## src/rtl/spa_pkg.sv

```systemverilog
package spa_pkg;
  localparam int CFG_W      = 12;
  localparam int BIT_OP     = 0;
  localparam int BIT_KEEP_F = 1;
  localparam int BIT_KEEP_R = 2;
  localparam int LIVE_BITS  = 3;

  typedef struct packed {
    logic keep_rev;
    logic keep_fwd;
    logic rev_minus_fwd;
  } spa_cfg_t;

  function automatic spa_cfg_t spa_decode(input logic [LIVE_BITS-1:0] w);
    spa_cfg_t c;
    c.rev_minus_fwd = w[BIT_OP];
    c.keep_fwd      = w[BIT_KEEP_F];
    c.keep_rev      = w[BIT_KEEP_R];
    return c;
  endfunction
endpackage

```

## src/rtl/spa_cfg_reg.sv

```systemverilog
module spa_cfg_reg
  import spa_pkg::*;
(
  input  logic             clk,
  input  logic             rst,
  input  logic             we,
  input  logic [CFG_W-1:0] wdata,
  output spa_cfg_t         cfg
);
  // reserved field folded into a deliberately unused net
  logic reserved_unused;
  assign reserved_unused = ^wdata[CFG_W-1:LIVE_BITS];

  always_ff @(posedge clk) begin
    if (rst)     cfg <= '0;
    else if (we) cfg <= spa_decode(wdata[LIVE_BITS-1:0]);
  end

  assert_cfg_reset_R1: assert property (@(posedge clk) rst |=> cfg == '0);
  assert_cfg_hold_R7: assert property (@(posedge clk) disable iff (rst)
    !we |=> $stable(cfg));
  assert_cfg_load_R6: assert property (@(posedge clk) disable iff (rst)
    we |=> cfg == spa_decode($past(wdata[LIVE_BITS-1:0])));
endmodule

```

## src/rtl/spa_gate.sv

```systemverilog
module spa_gate #(
  parameter int IN_W  = 10,
  parameter int OUT_W = IN_W + 1
) (
  input  logic                    pass,
  input  logic signed [IN_W-1:0]  din,
  output logic signed [OUT_W-1:0] dout
);
  always_comb begin
    dout = pass ? OUT_W'(din) : '0;
  end
endmodule

```

## src/rtl/spa_lane.sv

```systemverilog
module spa_lane
  import spa_pkg::*;
#(
  parameter int DATA_W = 10,
  localparam int RES_W = DATA_W + 1
) (
  input  logic                     clk,
  input  logic                     rst,
  input  spa_cfg_t                 cfg,
  input  logic signed [DATA_W-1:0] fwd,
  input  logic signed [DATA_W-1:0] rev,
  output logic signed [RES_W-1:0]  res
);
  logic signed [RES_W-1:0] op_a, op_b, nxt;

  spa_gate #(.IN_W(DATA_W), .OUT_W(RES_W)) u_gate_a (
    .pass(cfg.keep_fwd), .din(fwd), .dout(op_a));
  spa_gate #(.IN_W(DATA_W), .OUT_W(RES_W)) u_gate_b (
    .pass(cfg.keep_rev), .din(rev), .dout(op_b));

  always_comb begin
    if (cfg.rev_minus_fwd) nxt = op_b - op_a;
    else                   nxt = op_a + op_b;
  end

  always_ff @(posedge clk) begin
    if (rst) res <= '0;
    else     res <= nxt;
  end

  assert_lane_reset_R1: assert property (@(posedge clk) rst |=> res == '0);
  assert_both_gated_R4: assert property (@(posedge clk) disable iff (rst)
    (!cfg.keep_fwd && !cfg.keep_rev) |=> res == '0);
  assert_rev_only_R5: assert property (@(posedge clk) disable iff (rst)
    (!cfg.keep_fwd && cfg.keep_rev) |=> res == RES_W'($past(rev)));
  assert_neg_fwd_R3: assert property (@(posedge clk) disable iff (rst)
    (cfg.keep_fwd && !cfg.keep_rev && cfg.rev_minus_fwd)
      |=> res == -RES_W'($past(fwd)));
  assert_no_overflow_R9: assert property (@(posedge clk) disable iff (rst)
    (cfg.keep_fwd && cfg.keep_rev && !cfg.rev_minus_fwd)
      |=> (res[RES_W-1] == 1'b0) || ($past(fwd[DATA_W-1]) || $past(rev[DATA_W-1])));
endmodule

```

## src/rtl/symmetric_preadd.sv

```systemverilog
module symmetric_preadd
  import spa_pkg::*;
#(
  parameter int DATA_W   = 10,
  parameter int NUM_TAPS = 4,
  localparam int RES_W   = DATA_W + 1
) (
  input  logic                       clk,
  input  logic                       rst,
  input  logic                       cfg_we,
  input  logic [CFG_W-1:0]           cfg_wdata,
  input  logic [NUM_TAPS*DATA_W-1:0] fwd_data,
  input  logic [NUM_TAPS*DATA_W-1:0] rev_data,
  output logic [NUM_TAPS*RES_W-1:0]  sum_out
);
  spa_cfg_t cfg;

  spa_cfg_reg u_cfg (
    .clk(clk), .rst(rst), .we(cfg_we), .wdata(cfg_wdata), .cfg(cfg));

  for (genvar i = 0; i < NUM_TAPS; i++) begin : g_lane
    logic signed [RES_W-1:0] lane_res;
    spa_lane #(.DATA_W(DATA_W)) u_lane (
      .clk(clk),
      .rst(rst),
      .cfg(cfg),
      .fwd(fwd_data[i*DATA_W +: DATA_W]),
      .rev(rev_data[i*DATA_W +: DATA_W]),
      .res(lane_res)
    );
    assign sum_out[i*RES_W +: RES_W] = lane_res;
  end
endmodule

```

## config.mk

```make
export PLATFORM = sky130hd
export DESIGN_NAME = symmetric_preadd
export DESIGN_NICKNAME = d
export VERILOG_FILES = /design/src/rtl/spa_pkg.sv /design/src/rtl/spa_cfg_reg.sv /design/src/rtl/spa_gate.sv /design/src/rtl/spa_lane.sv /design/src/rtl/symmetric_preadd.sv
export SDC_FILE = /design/constraint.sdc
export NUM_CORES = 1
export LEC_CHECK = 0
export BUFFER_PORTS_ARGS = -buffer_cell sky130_fd_sc_hd__buf_2
export CORE_MARGIN = 2
export CORE_UTILIZATION = 53
export CTS_CLUSTER_SIZE = 8
export DETAILED_ROUTE_END_ITERATION = 8
export PLACE_DENSITY = 0.82
export SYNTH_ARGS = -nofsm -noshare
export SYNTH_HDL_FRONTEND = slang
export SYNTH_SLANG_ARGS = --single-unit
```

## constraint.sdc

```tcl
create_clock -name clk -period 4.5 [get_ports clk]
set_input_delay 0.9 -clock clk [delete_from_list [all_inputs] [get_ports clk]]
set_output_delay 0.9 -clock clk [all_outputs]
set_load 0.02 [all_outputs]
```

# After elaboration in Yosys (flattened, before gate mapping)
# Index checks and enable logic that the tools add are counted.
# totals
register_bits,47
output_inout_bits,44
# op_classes
n_addsub,8
mux,12
# op_table
operator,count
two-way mux 11 bit,12
adder 11 bit,4
subtractor 11 bit,4

# Depth between registers and ports, before layout
# depth
word_depth,3
depth_mapped,15

# Modules after synthesis
# From an unflattened synthesis, not the netlist that was laid out.
# unflattened
cells_unflattened,546
hier_area_um2,4444.3
# modules_own_cells
module,instances,cells_each,area_per_inst_um2,seq_area_each_um2
spa_lane (g_lane[0].u_lane ...),2,113,927.1,220.2
spa_lane (g_lane[1].u_lane),1,114,979.7,220.2
spa_lane (g_lane[3].u_lane),1,109,948.4,220.2
spa_gate,8,11,70.1,0.0
spa_cfg_reg,1,9,101.3,60.1

# Worst setup path after synthesis
# Ideal clock, no wire load.
# synth_timing
path_type,register -> register
startpoint,reg u_cfg.cfg[1] (netlist name)
endpoint,reg g_lane[3].u_lane.res[7]
arrival_time_ns,3.377
path_slack_ns,0.999
path_stages_with_launch,16
n_path_buf,4
cell_sequence,dfxtp_1 buf_2 buf_2 clkbuf_1 clkbuf_1 nand2_1 ha_1 inv_1 o21ai_1 inv_2 ha_1 nor2b_4 o31a_1 or4_1 a31oi_1 mux2_1
# synth_via
elab_chain_len,3
elab_cells_between_ends,4
cone_classes,add/sub: 2; mux: 2
# synth_lines
element,line,rtl
two-way mux 11 bit *,spa_gate.sv:10,dout = pass ? OUT_W'(din) : '0;
adder 11 bit or subtractor 11 bit (tied branches),"spa_lane.sv:23, spa_lane.sv:22",
two-way mux 11 bit *,spa_lane.sv:22,if (cfg.rev_minus_fwd) nxt = op_b - op_a;
end signal: assignment,spa_lane.sv:28,else res <= nxt;
end: declaration,spa_lane.sv:12,output logic signed [RES_W-1:0] res
# Mark *: on every way between the ends. The rest lies on a longest branch, timed or not.
# A chain may end at the register's enable or synchronous reset.

# Final worst setup path
# layout_timing
startpoint,reg u_cfg.cfg[1] (netlist name)
endpoint,reg g_lane[2].u_lane.res[9]
# layout_via
elab_chain_len,3
elab_cells_between_ends,4
cone_classes,add/sub: 2; mux: 2
# layout_lines
element,line
two-way mux 11 bit *,spa_gate.sv:10
adder 11 bit or subtractor 11 bit (tied branches),"spa_lane.sv:23, spa_lane.sv:22"
two-way mux 11 bit *,spa_lane.sv:22
end signal: assignment,spa_lane.sv:28
end: declaration,spa_lane.sv:12
# Marked as above.

==> out/results.tsv <==
metric	value	unit
clk sinks	47	
initial antenna violation count	1	
Mapped Avg Cell Area	7.70	um^2
Routed Antenna Nets	0	
hold path start	cfg_wdata[2]	
Power Dens Cells	288	mW/mm^2
Leakage Power	2.59	nW
final wirelength	11500	um
DR iter-0 viols	94	
vias	4567	
prevailing post-synth register cell	dfxtp_1	
Final Max Tran Viols	0	
setup TNS	0	ns
Die Area	0.00940	mm^2
Seq/Total Area, Yosys	20.5	%
Yosys top cell area share	20.5	%
Crit path arrival time	3.55	ns
crit path kind	reg -> reg	
pin count of the biggest net entering global routing	55	
Core Area	0.00830	mm^2
Cell Chain, Critical Path	buf_4 -> nand2_1 -> ha_1 -> inv_1 -> o21ai_1 -> inv_2 -> ha_1 -> nor2b_1 -> o21ai_1 -> a211oi_1 -> a311oi_1 -> mux2_1	
die width	97.0	um
Worst-Margin Slew	1.03	ns
Clock Pin Slew Worst Setup and Hold Paths	0.10	ns
Highest Clock Rate	0.297	GHz
worst min-delay path class	in -> reg	
RSZ-0062 raised after global routing	false	
TritonCTS clock tree	built	
global-route wire length before repair	19000	um
vias in the first global route	4301	
Hold EP	u_cfg.cfg[2]$_SDFFE_PP0P_	
Worst R2R Setup Slack	1.13	ns
via-per-instance ratio	5.59	
IO Pins	139	
most frequent cells in the layout	129 x buf_2, 59 x nand2_1, 56 x nor2_1	
H-tree depth	2	
synth warn	0	
GRT Overall Usage	23.6	%
R2R Path End	g_lane[2].u_lane.res[9]$_SDFF_PP0_	
async set or reset register ratio after synthesis	0	%
worst-case reg-to-reg path depth	12	
final setup fails	0	
Setup Skew	0.00974	ns
register bit total from synthesis	47	
Worst R2R Start	u_cfg.cfg[1]$_SDFFE_PP0P_	
routed len/inst	14.1	um
Area Overhead vs Synth	18.0	%
Hold Path Depth	3	
Buf/Inv on CP	3	
fin crit share	74.8	%
Crit path largest cell delay	0.75	ns
post-cts repair resize count	0	
root buf cell	clkbuf_8	
crit end category	flop	
Antenna Diode Count	0	
critical path data required time	4.69	ns
clk buf depth	2	
Max rail drop VDD	0.000157	V
Site Rows	33	
Initial Utilization	55.2	%
layout cells sized above 1	22.9	%
fin nets	854	
Cell variety after synth	58	
commonest non-fill, non-tap cell in the layout	buf_2	
Post-Syn Area	0.00458	mm^2
DR DRC count	0	
total CTS buffers	5	
top cells by area, synth	dfxtp_1 21%, ha_1 12%, nand2_1 4.8%, and2_1 4.8%, nor2_1 4.6%	
Synth Instances	595	
Setup crit start kind	flop	
Synth Net Count	738	
TritonRoute pass-1 iters	4	
post-CTS setup buffer count	0	
post-layout util	65.1	%
slowest cell on the critical path	dfxtp_2	
IO Port Bufs	129	
max capacitance violation total	0	
Crit Path Max Fanout	37	
relative slew slack	31.3	%
status	completed	
final estimated routing congestion in global placement	0.914	
Synth area leader	dfxtp_1	
Final Hold Viols	0	
Post-synth EDFFs	0	
Post-DP HPWL	9050	um
Period minus WS final	3.37	ns
post-cts hold buffer count	0	
clock insertion delay at the later pin of the skew report	0.30	ns
GRT overflow	0	
Crit path max-delay family	compound AO/OA/AOI/OAI gates	
Die Y	97.0	um
## state kept, by name, summed over array words and instances, names as in the netlist
signal,cells
g_lane.u_lane.res,44
u_cfg.cfg,3
## stage by stage
| step | total power [mW] | hold slack (ns) | instance area [um^2] | std cells | setup WS [ns] |
|---|---|---|---|---|---|
| finish | 1.55 | 0.840 | 5400 | 817 | 1.13 |
| global route | 1.66 | 0.837 | 5400 | 817 | 0.880 |
| CTS | 1.57 | 0.827 | 5400 | 817 | 1.14 |
| detailed placement | 1.23 | 0.828 | 5290 | 809 | 0.812 |
| global placement | 1.20 | 0.781 | 5290 | 809 | 0.876 |
| floorplan | 1.03 | 0.723 | 4580 | 595 | 0.999 |
## layout make-up
cell class / count / area [um^2]
Clock buffer: 6 / 82.6
Fill cell: 746 / 2900
Sequential cell: 47 / 943
Timing Repair Buffer: 133 / 676
Tap cell: 105 / 131
Multi-Input combinational cell: 493 / 3420
Clock inverter: 2 / 35.0
Inverter: 31 / 116
## worst max-delay path by stage
stage | slack (ns) | depth (start not counted) | endpoint | from
global placement | 0.88 | 10 | g_lane[0].u_lane.res[9]$_SDFF_PP0_ | fwd_data[3]
detailed placement | 0.81 | 10 | g_lane[0].u_lane.res[9]$_SDFF_PP0_ | fwd_data[3]
global route | 0.88 | 12 | g_lane[0].u_lane.res[9]$_SDFF_PP0_ | u_cfg.cfg[1]$_SDFFE_PP0P_
floorplan | 1.0 | 15 | g_lane[3].u_lane.res[7]$_SDFF_PP0_ | u_cfg.cfg[1]$_SDFFE_PP0P_
finish | 1.13 | 12 | g_lane[2].u_lane.res[9]$_SDFF_PP0_ | u_cfg.cfg[1]$_SDFFE_PP0P_
CTS | 1.14 | 10 | g_lane[0].u_lane.res[9]$_SDFF_PP0_ | fwd_data[3]
## routing by layer
metal	GRT usage [%]	vias to the layer above	part of all wire [%]
met2	44.1	116	52
li1	-	2343	-
met1	28.3	2094	43
met5	0	-	0
met4	5.09	0	1.1
met3	3.76	14	4.0
## power breakdown
group / switching [mW] / internal, mW
Clock: 0.152 / 0.180
Sequential: 0.0282 / 0.484
Combinational: 0.407 / 0.303
## cells by family after synthesis
group | synth area share, %
DFF | 20.5
buffers and inverters | 4.81
xor gates and xnor gates | 6.69
adders and majority gates | 13.8
muxes | 4.18
AOI/OAI and AO/OA | 22.3
and+or+nand+nor | 27.7
## worst min-delay path, cell delays in order
cell     delay (ns)
buf_2          0.08
mux2i_1        0.05
nor2_1         0.07
## cell usage after synthesis, types with 13 or more instances
master    number
nor3_1        26
o21ai_1       18
o21ai_0       22
dfxtp_1       47
inv_1         28
xor2_1        22
xnor2_1       13
clkbuf_1      16
nor2b_1       16
a21oi_1       29
nand3_1       15
nor2_1        56
ha_1          44
and2_1        35
nand2_1       59
No activity file was read; power rests on OpenSTA's default activity.
